--- config.mk ---
export PLATFORM = sky130hd
export DESIGN_NAME = bus_hold_ctrl
export DESIGN_NICKNAME = d
export VERILOG_FILES = /design/src/rtl/bus_hold_pkg.sv /design/src/rtl/hold_sync.sv /design/src/rtl/hold_cyc_track.sv /design/src/rtl/hold_fsm.sv /design/src/rtl/bus_hold_ctrl.sv
export SDC_FILE = /design/constraint.sdc
export NUM_CORES = 1
export LEC_CHECK = 0
export ABC_AREA = 1
export BUFFER_PORTS_ARGS = -buffer_cell sky130_fd_sc_hd__buf_2
export CORE_AREA = 2 2 39 41
export DETAILED_ROUTE_END_ITERATION = 8
export DIE_AREA = 0 0 41 43
export PLACE_DENSITY = 0.47
export REMOVE_ABC_BUFFERS = 1
export SYNTH_ARGS = -nofsm -noshare
export SYNTH_HDL_FRONTEND = slang
export SYNTH_SLANG_ARGS = --single-unit
--- constraint.sdc ---
create_clock -name clk -period 1.1 [get_ports clk]
set_clock_uncertainty 0.05 [all_clocks]
set_input_delay 0.11 -clock clk [delete_from_list [all_inputs] [get_ports clk]]
set_output_delay 0.11 -clock clk [all_outputs]
set_load 0.02 [all_outputs]
--- src/rtl/bus_hold_pkg.sv ---
package bus_hold_pkg;
  typedef enum logic [1:0] {
    HS_OWN    = 2'd0,
    HS_DRAIN  = 2'd1,
    HS_FLOAT  = 2'd2,
    HS_RETURN = 2'd3
  } hold_state_e;
endpackage

--- src/rtl/hold_sync.sv ---
module hold_sync #(
  parameter int   STAGES  = 2,
  parameter logic RST_VAL = 1'b1
) (
  input  logic clk,
  input  logic rst_n,
  input  logic d,
  output logic q
);
  localparam int LAST = STAGES - 1;

  logic [LAST:0] chain_q;
  logic [LAST:0] chain_d;

  always_comb begin
    chain_d = {chain_q[LAST-1:0], d};
  end

  always_ff @(posedge clk or negedge rst_n) begin
    if (!rst_n) chain_q <= {STAGES{RST_VAL}};
    else        chain_q <= chain_d;
  end

  assign q = chain_q[LAST];
endmodule

--- src/rtl/hold_cyc_track.sv ---
module hold_cyc_track (
  input  logic clk,
  input  logic rst_n,
  input  logic launch,
  input  logic last_ack,
  output logic open_o
);
  logic open_q, open_d;

  always_comb begin
    open_d = open_q;
    if (launch)        open_d = 1'b1;
    else if (last_ack) open_d = 1'b0;
  end

  always_ff @(posedge clk or negedge rst_n) begin
    if (!rst_n) open_q <= 1'b0;
    else        open_q <= open_d;
  end

  assign open_o = open_q;
endmodule

--- src/rtl/hold_fsm.sv ---
module hold_fsm
  import bus_hold_pkg::*;
(
  input  logic clk,
  input  logic rst_n,
  input  logic hold_want,
  input  logic cyc_pending,
  input  logic cyc_end,
  output logic ack_n_o,
  output logic oe_o,
  output logic stall_o
);
  hold_state_e st_q, st_d;
  logic ack_n_q, oe_q, stall_q;
  logic ack_n_d, oe_d, stall_d;

  always_comb begin
    st_d = st_q;
    unique case (st_q)
      HS_OWN:    if (hold_want) st_d = cyc_pending ? HS_DRAIN : HS_FLOAT;
      HS_DRAIN:  if (cyc_end)   st_d = HS_FLOAT;
      HS_FLOAT:  if (!hold_want) st_d = HS_RETURN;
      HS_RETURN: st_d = HS_OWN;
      default:   st_d = HS_OWN;
    endcase
  end

  // Outputs registered from the next state: glitch-free pins, same latency
  always_comb begin
    ack_n_d = !((st_d == HS_DRAIN) || (st_d == HS_FLOAT));
    oe_d    = (st_d != HS_FLOAT);
    stall_d = (st_d != HS_OWN);
  end

  always_ff @(posedge clk or negedge rst_n) begin
    if (!rst_n) begin
      st_q    <= HS_OWN;
      ack_n_q <= 1'b1;
      oe_q    <= 1'b1;
      stall_q <= 1'b0;
    end else begin
      st_q    <= st_d;
      ack_n_q <= ack_n_d;
      oe_q    <= oe_d;
      stall_q <= stall_d;
    end
  end

  assign ack_n_o = ack_n_q;
  assign oe_o    = oe_q;
  assign stall_o = stall_q;

  assert_float_needs_ack_R8: assert property (@(posedge clk) disable iff (!rst_n)
    !oe_q |-> !ack_n_q);

  assert_ack_implies_stall_R6: assert property (@(posedge clk) disable iff (!rst_n)
    !ack_n_q |-> stall_q);

  assert_return_together_R7: assert property (@(posedge clk) disable iff (!rst_n)
    $rose(ack_n_q) |-> (oe_q && stall_q));

  assert_stall_drops_after_R7: assert property (@(posedge clk) disable iff (!rst_n)
    $fell(stall_q) |-> ($past(oe_q) && $past(ack_n_q)));
endmodule

--- src/rtl/bus_hold_ctrl.sv ---
module bus_hold_ctrl #(
  parameter int SYNC_STAGES = 2
) (
  input  logic clk,
  input  logic rst_n,
  input  logic hold_req_n,
  input  logic int_req,
  input  logic cyc_last_ack,
  output logic hold_ack_n,
  output logic bus_oe,
  output logic req_stall
);
  logic req_n_sync;
  logic launch;
  logic cyc_open;
  logic cyc_pending;

  hold_sync #(.STAGES(SYNC_STAGES), .RST_VAL(1'b1)) u_sync (
    .clk   (clk),
    .rst_n (rst_n),
    .d     (hold_req_n),
    .q     (req_n_sync)
  );

  assign launch = int_req && !req_stall;

  hold_cyc_track u_track (
    .clk      (clk),
    .rst_n    (rst_n),
    .launch   (launch),
    .last_ack (cyc_last_ack),
    .open_o   (cyc_open)
  );

  // A transfer launched this very cycle also has to drain
  assign cyc_pending = (cyc_open && !cyc_last_ack) || launch;

  hold_fsm u_fsm (
    .clk         (clk),
    .rst_n       (rst_n),
    .hold_want   (!req_n_sync),
    .cyc_pending (cyc_pending),
    .cyc_end     (cyc_last_ack),
    .ack_n_o     (hold_ack_n),
    .oe_o        (bus_oe),
    .stall_o     (req_stall)
  );

  assert_open_keeps_pins_R4: assert property (@(posedge clk) disable iff (!rst_n)
    (cyc_open && !cyc_last_ack) |-> bus_oe);
endmodule

==> results.md, run 1 <==
- Status: complete, no violations
- Core area: 0.001384 mm²
- Die W: 41 µm
- Post-Synth Simple-Gate Area: 0.2446
- Synthesized area per cell: 9.938 µm²
- DRT iter0 DRCs: 3
- Delay of the slowest critical-path stage: 510 ps
- Worst reg2reg endpoint: u_fsm.stall_o$_DFF_PN0_
- Final WS setup: 43.53 ps
- TritonCTS buffer count: 3
- Worst path slowest cell: dfstp_2
- Overall track demand over capacity in global routing: 0.08961
- HP Start: int_req
- Worst hold slack: 108.6 ps
- Clock sinks: 8
- Routed vias: 269
- Clock power frac: 0.188
- Worst skew pair latency: 250 ps
- Root Buffer: clkbuf_4
- First-pass GRT wire length: 1.000 mm
- Remaining DRCs: 0
- Synthesized area: 347.8 µm²
- Max_cap viols: 0
- Critical path cell sequence: buf_2
- Max_slew headroom: 0.8780
- Worst EP required: 940 ps
- Worst Path Max Fanout: 1
- Crit Path Category: flop to output port
- Largest family of logic cells by synthesized area: simple AND/OR/NAND/NOR gates
- H-tree depth: 1
- Sequential share of power: 0.401
- CP arrival: 900 ps
- Post-synthesis xor/xnor area fraction: 0
- Count of final setup violators: 0
- R2R Path Start: u_sync.chain_q[1]$_DFF_PN1_
- Layout cells sized above 1: 0.5102
- FF+latch count, synth: 8
- Power Density: 2658 mW/mm²
- R2R depth: 4
- Post-Synth Adder-Cell Area: 0
- Placed insts: 58
- Fmax: 946.6 MHz
- Combinational Power Share: 0.411
- Initial antenna violation count: 0
- Critical path capture point type: output port
- Drt wl/cell: 7.985 µm
- R2R setup slack: 60 ps
- Yosys warning total: 0
- Maximum VDD drop: 0.9074 mV
- Post-synth cell types: 13
- Die height: 43 µm
- Slew @ Worst Pin: 183.0 ps
- Period utilization: 0.9604
- Worst-case clock buffer depth: 2
- Vias in the first global route: 259
- Final Routed Wirelength: 519 µm
- Drt pass-1 iters: 2
- Max Transition Viols Final: 0
- Sequential area share after synthesis: 0.5899
- Row count: 14
- Setup Slack @ Placement: 21.90 ps
- Hold EP: u_track.open_o$_DFFE_PN0P_
- Buffers on Ports: 7
- Filler instances: 156
- CP Launch Type: flop
- Number of nets in the layout: 55
- Vias per inst: 4.138
- RSZ-0062 raised after global routing: yes
- CP Depth: 1
- Worst min-delay path category: primary input to flop
- Largest net degree at the start of global routing: 9
- Net Sw Frac: 0.3829
- IO Pins: 8
- Global placement routability congestion: 0.6741
- Synthesized instance count: 35
- Final hold viol count: 0
- Synth-to-Final Area Change: 33.09%
- Hold path depth: 3
- Worst path bufs/invs: 1
- Clock-pin transition on the worst setup and hold timing paths: 60 ps
- Switching power: 0.4711 mW
- # diodes: 0
- Multiplexer area fraction after synthesis: 0
- Fin crit period: 1056 ps
- Pint: 0.7592 mW
- Lkg Pwr: 0.2279 nW
- Synth Area in Compound Gates: 0.1007
- CTS tree: done
- Starting Density: 0.2514
- GRT Residual Overflow: 0
- Delay-heaviest family, CP: flip-flops
- Die ar.: 0.001763 mm²
- Post-route ant nets: 0
- Layout Cells excl Fill: 65
- Final HPWL DP: 414.8 µm
-- sequential cells by signal, summed over array words and instances, names as in the netlist --
register        count
u_fsm.ack_n_o       1
u_fsm.oe_o          1
u_fsm.st_q          2
u_fsm.stall_o       1
u_sync.chain_q      2
u_track.open_o      1
-- cells in the final DEF (no fill, tap or decap), types with 3 or more instances in the layout --
master	Yosys	routed
buf_2	0	6
clkbuf_4	0	3
dfrtp_1	4	4
dfstp_2	4	4
inv_1	3	3
inv_2	3	3
nand2_1	6	6
nand2_2	3	3
nand3_1	4	4
-- area by class of cell --
class / count / area, µm² / share of cell area
sequential: 8 / 205.2 / 0.4432
multi-input combinational: 21 / 120.1 / 0.2595
timing repair buffer: 10 / 68.82 / 0.1486
clock buffer: 4 / 26.28 / 0.05676
inverter: 6 / 22.52 / 0.04865
tap: 16 / 20.02 / 0.04324
-- worst max path at each step --
stage                                startpoint                       to  slack (ps)
global route               u_fsm.oe_o$_DFF_PN1_                   bus_oe        -0.9
CTS                        u_fsm.oe_o$_DFF_PN1_                   bus_oe           1
floorplan           u_sync.chain_q[1]$_DFF_PN1_  u_fsm.stall_o$_DFF_PN0_          80
finish                  u_fsm.ack_n_o$_DFF_PN1_               hold_ack_n          40
global placement    u_sync.chain_q[1]$_DFF_PN1_  u_fsm.stall_o$_DFF_PN0_          20
detailed placement  u_sync.chain_q[1]$_DFF_PN1_  u_fsm.stall_o$_DFF_PN0_          20
-- kinds of logic (layout without fill, tap and decap cells) --
kind of cell / after synthesis / in the layout
AOI/OAI and AO/OA: 4 / 4
buffers and inverters: 6 / 20
DFF: 8 / 8
and+or+nand+nor: 17 / 17
-- worst register-to-register path: stages, from the launching register on --
cell and delay (ps):
dfstp_2 520, buf_4 110, nor2_2 40, a21oi_4 140, nand2_1 70
-- cell usage after synthesis --
cell type / number / area, µm²
inv_1: 3 / 11.26
inv_2: 3 / 11.26
nor2_1: 2 / 7.510
nand3_1: 4 / 20.02
o21ai_0: 2 / 10.01
nand2_2: 3 / 18.77
a21oi_4: 1 / 16.27
o21ai_2: 1 / 8.760
nand3_2: 1 / 10.01
dfrtp_1: 4 / 100.1
dfstp_2: 4 / 105.1
nand2_1: 6 / 22.52
nor2_2: 1 / 6.260
-- power by group through the flow --
stage | logic [mW] | registers, mW | clock network (mW)
2_1_floorplan | 0.306 | 0.558 | 0
4_1_cts | 0.493 | 0.490 | 0.250
5_1_grt | 0.574 | 0.502 | 0.278
3_5_place_dp | 0.486 | 0.493 | 0
6_report | 0.506 | 0.493 | 0.231
3_3_place_gp | 0.486 | 0.495 | 0
-- repair_timing --
item,in CTS,in global routing
hold endpoints to repair,9,0
buffers inserted,0,1
resized for setup,0,2
hold buffers,2,0
setup endpoints to repair,0,2
-- stage by stage --
| step | cell area [µm²] | TNS [ps] | power (mW) | util |
|---|---|---|---|---|
| 3_3_place_gp | 402.9 | 0 | 0.9810 | 0.2911 |
| 2_1_floorplan | 347.8 | 0 | 0.8649 | - |
| 4_1_cts | 449.2 | 0 | 1.232 | 0.3246 |
| 3_5_place_dp | 402.9 | 0 | 0.9792 | 0.2911 |
| 5_1_grt | 462.9 | -0.8552 | 1.354 | 0.3345 |
| 6_report | 462.9 | 0 | 1.230 | 0.3345 |
-- per-layer routing --
metal | up-vias | track usage | wire length (µm)
met5 | - | 0 | 0
met4 | 0 | 0.1000 | 4
met3 | 2 | 0.02094 | 27
met2 | 4 | 0.1156 | 270
met1 | 125 | 0.1077 | 217
li1 | 138 | - | -
Power figures use the tool's default switching activity.
==> run 2, diff against run 1 <==
--- a/config.mk
+++ b/config.mk
@@ -12,6 +12,7 @@
 export DIE_AREA = 0 0 41 43
 export PLACE_DENSITY = 0.47
 export REMOVE_ABC_BUFFERS = 1
+export SLEW_MARGIN = 30
 export SYNTH_ARGS = -nofsm -noshare
 export SYNTH_HDL_FRONTEND = slang
 export SYNTH_SLANG_ARGS = --single-unit
==> constraint.sdc (replaced) <==
create_clock -name clk -period 1 [get_ports clk]
set_clock_uncertainty 0.05 [all_clocks]
set_input_delay 0.1 -clock clk [delete_from_list [all_inputs] [get_ports clk]]
set_output_delay 0.1 -clock clk [all_outputs]
set_load 0.02 [all_outputs]
==> run 2 against run 1 <==
Net effect: design area up 3.2%; power increased by 13%; routed wire length up 0.96%; highest routed layer unchanged; core utilization rose by 1.1 points; non-clock buffer count stayed put; die area unchanged; sequential share of layout area shrank 1.4 points; critical path depth did not move; register-to-register slack lost 70 ps; largest power group unchanged; the run now ends with negative setup slack left.
==> results.md, run 2 (synthesized netlist as in run 1, its figures left out) <==
- Root Buffer: clkbuf_4
- Commonest non-fill, non-tap cell in the layout: nand2_1
- Clock-pin transition on the worst setup and hold timing paths: 60 ps (about the same)
- Starting Density: 0.2514 (unchanged)
- Post-route ant nets: 0 (unchanged)
- Worst skew pair latency: 250 ps (about the same)
- Pint: 0.8594 mW (+13%)
- Max_cap viols: 0 (unchanged)
- Crit Path Category: flop to output port
- Power Density: 2904 mW/mm² (+9.3%)
- Status: finished, violations left
- Drt wl/cell: 8.062 µm (+0.96%)
- Buffers on Ports: 7 (unchanged)
- CTS tree: done
- Lkg Pwr: 0.2323 nW (+1.9%)
- Core area: 0.001384 mm² (unchanged)
- Failing checks: negative setup slack
- Delay of the slowest critical-path stage: 530 ps (+20 ps)
- CP Launch Type: flop
- Net Sw Frac: 0.3809 (-0.002023)
- Drt pass-1 iters: 2 (unchanged)
- Synth-to-Final Area Change: 37.41%
- Routed vias: 264 (-1.9%)
- RSZ-0062 raised after global routing: yes
- DRT iter0 DRCs: 2 (-1)
- CP arrival: 880 ps (-20 ps)
- H-tree depth: 1 (unchanged)
- Max Transition Viols Final: 0 (unchanged)
- Final HPWL DP: 414.8 µm (unchanged)
- Fin crit period: 1034 ps
- Die W: 41 µm (unchanged)
- Number of nets in the layout: 55 (unchanged)
- IO Pins: 8 (unchanged)
- Worst-case clock buffer depth: 2 (unchanged)
- Final Routed Wirelength: 524 µm (+0.96%)
- Row count: 14 (unchanged)
- Setup Slack @ Placement: -78.10 ps (-100.0 ps)
- Initial antenna violation count: 0 (unchanged)
- Top flop regs: u_fsm.st_q: 2 flops, u_sync.chain_q: 2 flops
- Maximum VDD drop: 0.9878 mV (+8.9%)
- Combinational Power Share: 0.422 (+0.011)
- Slew @ Worst Pin: 179.0 ps (-3.995 ps)
- First-pass GRT wire length: 1.083 mm (+8.3%)
- Die height: 43 µm (unchanged)
- Vias per inst: 4.062 (-1.9%)
- Max_slew headroom: 0.8807 (+0.002663)
- Global placement routability congestion: 0.6741 (unchanged)
- Overall track demand over capacity in global routing: 0.09674 (+0.007128)
- Most frequent cells in the layout: nand2_1, buf_2, inv_2, dfstp_2, dfrtp_1
- GRT Residual Overflow: 0 (unchanged)
- Critical path cell sequence: buf_6
- Switching power: 0.5288 mW (+12%)
- Die ar.: 0.001763 mm² (unchanged)
- Layout cells sized above 1: 0.5510 (+0.04082)
- Clock power frac: 0.183 (-0.005)
- Fmax: 966.7 MHz
- Remaining DRCs: 0 (unchanged)
- Period utilization: 1.034
- TritonCTS buffer count: 3 (unchanged)
- Final WS setup: -34.46 ps (-78.00 ps)
- Worst path bufs/invs: 1 (unchanged)
- Count of final setup violators: 4 (+4)
- Sequential share of power: 0.395 (-0.006)
- Post-route core utilization: 0.3454 (+0.01085)
- Worst path slowest cell: dfstp_2
- Worst min-delay path category: primary input to flop
- Vias in the first global route: 280 (+8.1%)
- Filler instances: 159 (+1.9%)
- Worst EP required: 850 ps (-90 ps)
- Delay-heaviest family, CP: flip-flops
- Critical path capture point type: output port
- R2R setup slack: -10 ps (-70 ps)
- Final hold viol count: 0 (unchanged)
- Worst Path Max Fanout: 1 (unchanged)
- Clock sinks: 8 (unchanged)
- Largest net degree at the start of global routing: 9 (unchanged)
- # diodes: 0 (unchanged)
[run 2: cell counts in the layout (fill, tap and decap cells not counted)]
No cell type changed its count.
[run 2: final cells by class]
type / instances / area [µm²] / area share
Tap cell: 16 / 20.02 / 0.04188
Timing Repair Buffer: 10 / 78.83 / 0.1649
Multi-Input combinational cell: 21 / 125.1 / 0.2618
Inverter: 6 / 22.52 / 0.04712
Clock buffer: 4 / 26.28 / 0.05497
Sequential cell: 8 / 205.2 / 0.4293
[run 2: path summary, 6_finish.rpt]
| check | from | end | depth (start not counted) |
|---|---|---|---|
| worst max register to register | u_sync.chain_q[1]$_DFF_PN1_ | u_fsm.stall_o$_DFF_PN0_ | 5 |
| worst max-delay path | u_fsm.oe_o$_DFF_PN1_ | bus_oe | 1 |
| worst min register to register | u_sync.chain_q[0]$_DFF_PN1_ | u_sync.chain_q[1]$_DFF_PN1_ | 0 |
| max in group asynchronous | rst_n | u_sync.chain_q[0]$_DFF_PN1_ | 2 |
| min in group asynchronous | rst_n | u_fsm.st_q[0]$_DFF_PN0_ | 2 |
| worst min-delay path | int_req | u_track.open_o$_DFFE_PN0P_ | 3 |
[run 2: metrics by stage]
step	cells	total power, mW	hold WS, ps	setup TNS (ps)	cell area, µm²
detailed placement	58	1.077	-101.6	-78.10	402.9
floorplan	35	0.9514	-245.6	-22.33	347.8
global route	65	1.531	110.2	-298.2	478.0
CTS	65	1.422	90.62	-120.1	478.0
finish	65	1.388	96.39	-65.12	478.0
global placement	58	1.079	-102.7	-81.19	402.9
[run 2: worst register-to-register path, cell delays in order (launching register included)]
cell and delay [ps]:
dfstp_2 560, buf_6 100, nand3_2 70, nand2_2 80, a21oi_4 40, nand2_1 70
[run 2: repair_timing]
action	CTS	global route
endpoints found under the hold margin	9	0
pin swaps	5	3
hold buffers	2	0
gates resized for setup	7	0
cloned	0	0
setup buffers	1	0
setup endpoints to repair	4	5
[run 2: per-layer routing]
layer | global-route usage | vias up | part of all wire
li1 | - | 139 | -
met1 | 0.1044 | 119 | 0.41
met2 | 0.1375 | 4 | 0.53
met3 | 0.02618 | 2 | 0.052
met4 | 0.1000 | 0 | 0.0076
met5 | 0 | - | 0
[run 2: power by group through the flow]
stage	Clock (mW)	Sequential [mW]	Combinational, mW
3_3_place_gp	0	0.545	0.534
4_1_cts	0.275	0.549	0.598
5_1_grt	0.305	0.561	0.664
3_5_place_dp	0	0.542	0.535
2_1_floorplan	0	0.614	0.337
6_report	0.254	0.548	0.586
==> run 3, diff against run 2 <==
--- a/config.mk
+++ b/config.mk
@@ -7,6 +7,7 @@
 export LEC_CHECK = 0
 export ABC_AREA = 1
 export BUFFER_PORTS_ARGS = -buffer_cell sky130_fd_sc_hd__buf_2
+export CAP_MARGIN = 25
 export CORE_AREA = 2 2 39 41
 export DETAILED_ROUTE_END_ITERATION = 8
 export DIE_AREA = 0 0 41 43
==> constraint.sdc (replaced) <==
create_clock -name clk -period 1 [get_ports clk]
set_clock_uncertainty 0.05 [all_clocks]
set_input_delay 0.05 -clock clk [delete_from_list [all_inputs] [get_ports clk]]
set_output_delay 0.05 -clock clk [all_outputs]
set_load 0.02 [all_outputs]
==> run 3 against run 2 <==
Net effect: register-to-register slack about the same; power fell by 0.15%; largest cell class unchanged; critical endpoint is now u_fsm.stall_o$_DFF_PN0_; critical path type is now flop to flop; worst setup slack better by 26 ps; clock power about the same; largest power group unchanged; global-route usage fell by 0.10 points; the flow still finishes with violations (negative setup slack).
==> results.md, run 3 (synthesized netlist as in run 1, its figures left out) <==
- DRT iter0 DRCs: 1 (-1)
- CTS tree: done
- Remaining DRCs: 0 (unchanged)
- Critical path capture point type: flop
- Post-route core utilization: 0.3427 (-0.002713)
- Worst skew pair latency: 250 ps (about the same)
- Final HPWL DP: 414.8 µm (unchanged)
- Drt pass-1 iters: 2 (unchanged)
- CP Launch Type: flop
- Vias per inst: 4.092 (+0.76%)
- Status: finished, violations left
- GRT Residual Overflow: 0 (unchanged)
- Filler instances: 160 (+0.63%)
- Max_cap viols: 0 (unchanged)
- Die W: 41 µm (unchanged)
- Starting Density: 0.2514 (unchanged)
- Most frequent cells in the layout: nand2_1, buf_2, inv_2, dfstp_2, dfrtp_1
- Synth-to-Final Area Change: 36.33%
- Fin Setup TNS: -14.71 ps (+50.41 ps)
- R2R depth: 5 (unchanged)
- Commonest non-fill, non-tap cell in the layout: nand2_1
- Crit Path Category: flop to flop
- Die ar.: 0.001763 mm² (unchanged)
- Power Density: 2923 mW/mm² (+0.64%)
- Worst path slowest cell: dfstp_2
- Number of nets in the layout: 55 (unchanged)
- Clock-pin transition on the worst setup and hold timing paths: 60 ps (about the same)
- Placement-stage cell area: 402.9 µm² (unchanged)
- RSZ-0062 raised after global routing: yes
- CP arrival: 1150 ps (+270 ps)
- H-tree depth: 1 (unchanged)
- Layout Cells excl Fill: 65 (unchanged)
- Drt wl/cell: 7.954 µm (-1.3%)
- Overall track demand over capacity in global routing: 0.09572 (-0.001018)
- Routed vias: 266 (+0.76%)
- Delay of the slowest critical-path stage: 550 ps (+20 ps)
- Slew @ Worst Pin: 178.9 ps (-0.03278 ps)
- Final Routed Wirelength: 517 µm (-1.3%)
- Critical path cell sequence: buf_4 -> nand3_2 -> nand2_2 -> a21oi_4 -> nand2_1
- Pwr Total: 1.386 mW (-0.15%)
- Worst EP required: 1140 ps (+290 ps)
- IO Pins: 8 (unchanged)
- Vias in the first global route: 274 (-2.1%)
- Worst min-delay path category: primary input to flop
- Layout cells sized above 1: 0.5510 (unchanged)
- Worst Path Max Fanout: 3 (+2)
- R2R setup slack: -9 ps (about the same)
- First-pass GRT wire length: 1.069 mm (-1.3%)
- Post-route ant nets: 0 (unchanged)
- Failing checks: negative setup slack
- Final hold viol count: 0 (unchanged)
- Final Instance Area: 474.2 µm² (-0.79%)
- Setup Slack @ Placement: -78.10 ps (unchanged)
- Period utilization: 1.009 (-0.02594)
- Clock sinks: 8 (unchanged)
- Die height: 43 µm (unchanged)
- Worst hold slack: 46.83 ps (-49.57 ps)
- Placed insts: 58 (unchanged)
- Root Buffer: clkbuf_4
- Top flop regs: u_fsm.st_q: 2 flops, u_sync.chain_q: 2 flops
- Final WS setup: -8.526 ps (+25.94 ps)
- Worst-case clock buffer depth: 2 (unchanged)
- Maximum VDD drop: 0.9865 mV (-0.14%)
- Row count: 14 (unchanged)
- Lkg Pwr: 0.2310 nW (-0.54%)
- Initial antenna violation count: 0 (unchanged)
- Count of final setup violators: 2 (-2)
- # diodes: 0 (unchanged)
- Largest net degree at the start of global routing: 9 (unchanged)
- Max Transition Viols Final: 0 (unchanged)
- Core area: 0.001384 mm² (unchanged)
- TritonCTS buffer count: 3 (unchanged)
- Global placement routability congestion: 0.6741 (unchanged)
- Fin crit period: 1009 ps (-25.94 ps)
- Hold path depth: 3 (unchanged)
- Buffers on Ports: 7 (unchanged)
- Fmax: 991.5 MHz (+2.6%)
- Max_slew headroom: 0.8807 (about the same)
-- run 3: cell types whose count changed in the layout (fill, tap and decap cells not counted) --
cell | before | now
buf_6 | 3 | 2
buf_4 | 0 | 1
-- run 3: critical path, delay by kind of cell, from the launching register on --
kind,cells,cell delay [ps]
and+or+nand+nor,3,210
buffers and inverters,1,110
AOI/OAI and AO/OA,1,40
DFF,1,550
-- run 3: report_power, final --
part | leakage (nW) | internal (mW) | switching (mW)
clock | 0.0150 | 0.152 | 0.102
combinational | 0.126 | 0.236 | 0.348
sequential | 0.0902 | 0.470 | 0.0770
-- run 3: cell type report --
type | instances | area, µm² | area share
clock buffer | 4 | 26.28 | 0.05541
inverter | 6 | 22.52 | 0.04749
multi-input combinational | 21 | 125.1 | 0.2639
sequential | 8 | 205.2 | 0.4327
tap | 16 | 20.02 | 0.04222
timing repair buffer | 10 | 75.07 | 0.1583
-- run 3: per-layer routing --
metal	up-vias	global-route usage	share of wire
met5	-	0	0
met4	0	0.1000	0.0077
met3	2	0.02618	0.052
met2	4	0.1313	0.52
met1	121	0.1077	0.41
li1	139	-	-
-- run 3: worst paths after layout --
| path | startpoint | end |
|---|---|---|
| setup reg to reg | u_sync.chain_q[1]$_DFF_PN1_ | u_fsm.stall_o$_DFF_PN0_ |
| max in group asynchronous | rst_n | u_sync.chain_q[0]$_DFF_PN1_ |
| hold reg to reg | u_sync.chain_q[0]$_DFF_PN1_ | u_sync.chain_q[1]$_DFF_PN1_ |
| hold / removal | int_req | u_track.open_o$_DFFE_PN0P_ |
| setup / recovery | u_sync.chain_q[1]$_DFF_PN1_ | u_fsm.stall_o$_DFF_PN0_ |
| min in group asynchronous | rst_n | u_fsm.st_q[0]$_DFF_PN0_ |
-- run 3: what timing repair did --
action                                 CTS  global route
endpoints found under the hold margin    9             0
setup buffers                            1             0
pin swaps                                4             1
resized for setup                        5             1
hold buffers                             2             0
setup endpoints to repair                4             5
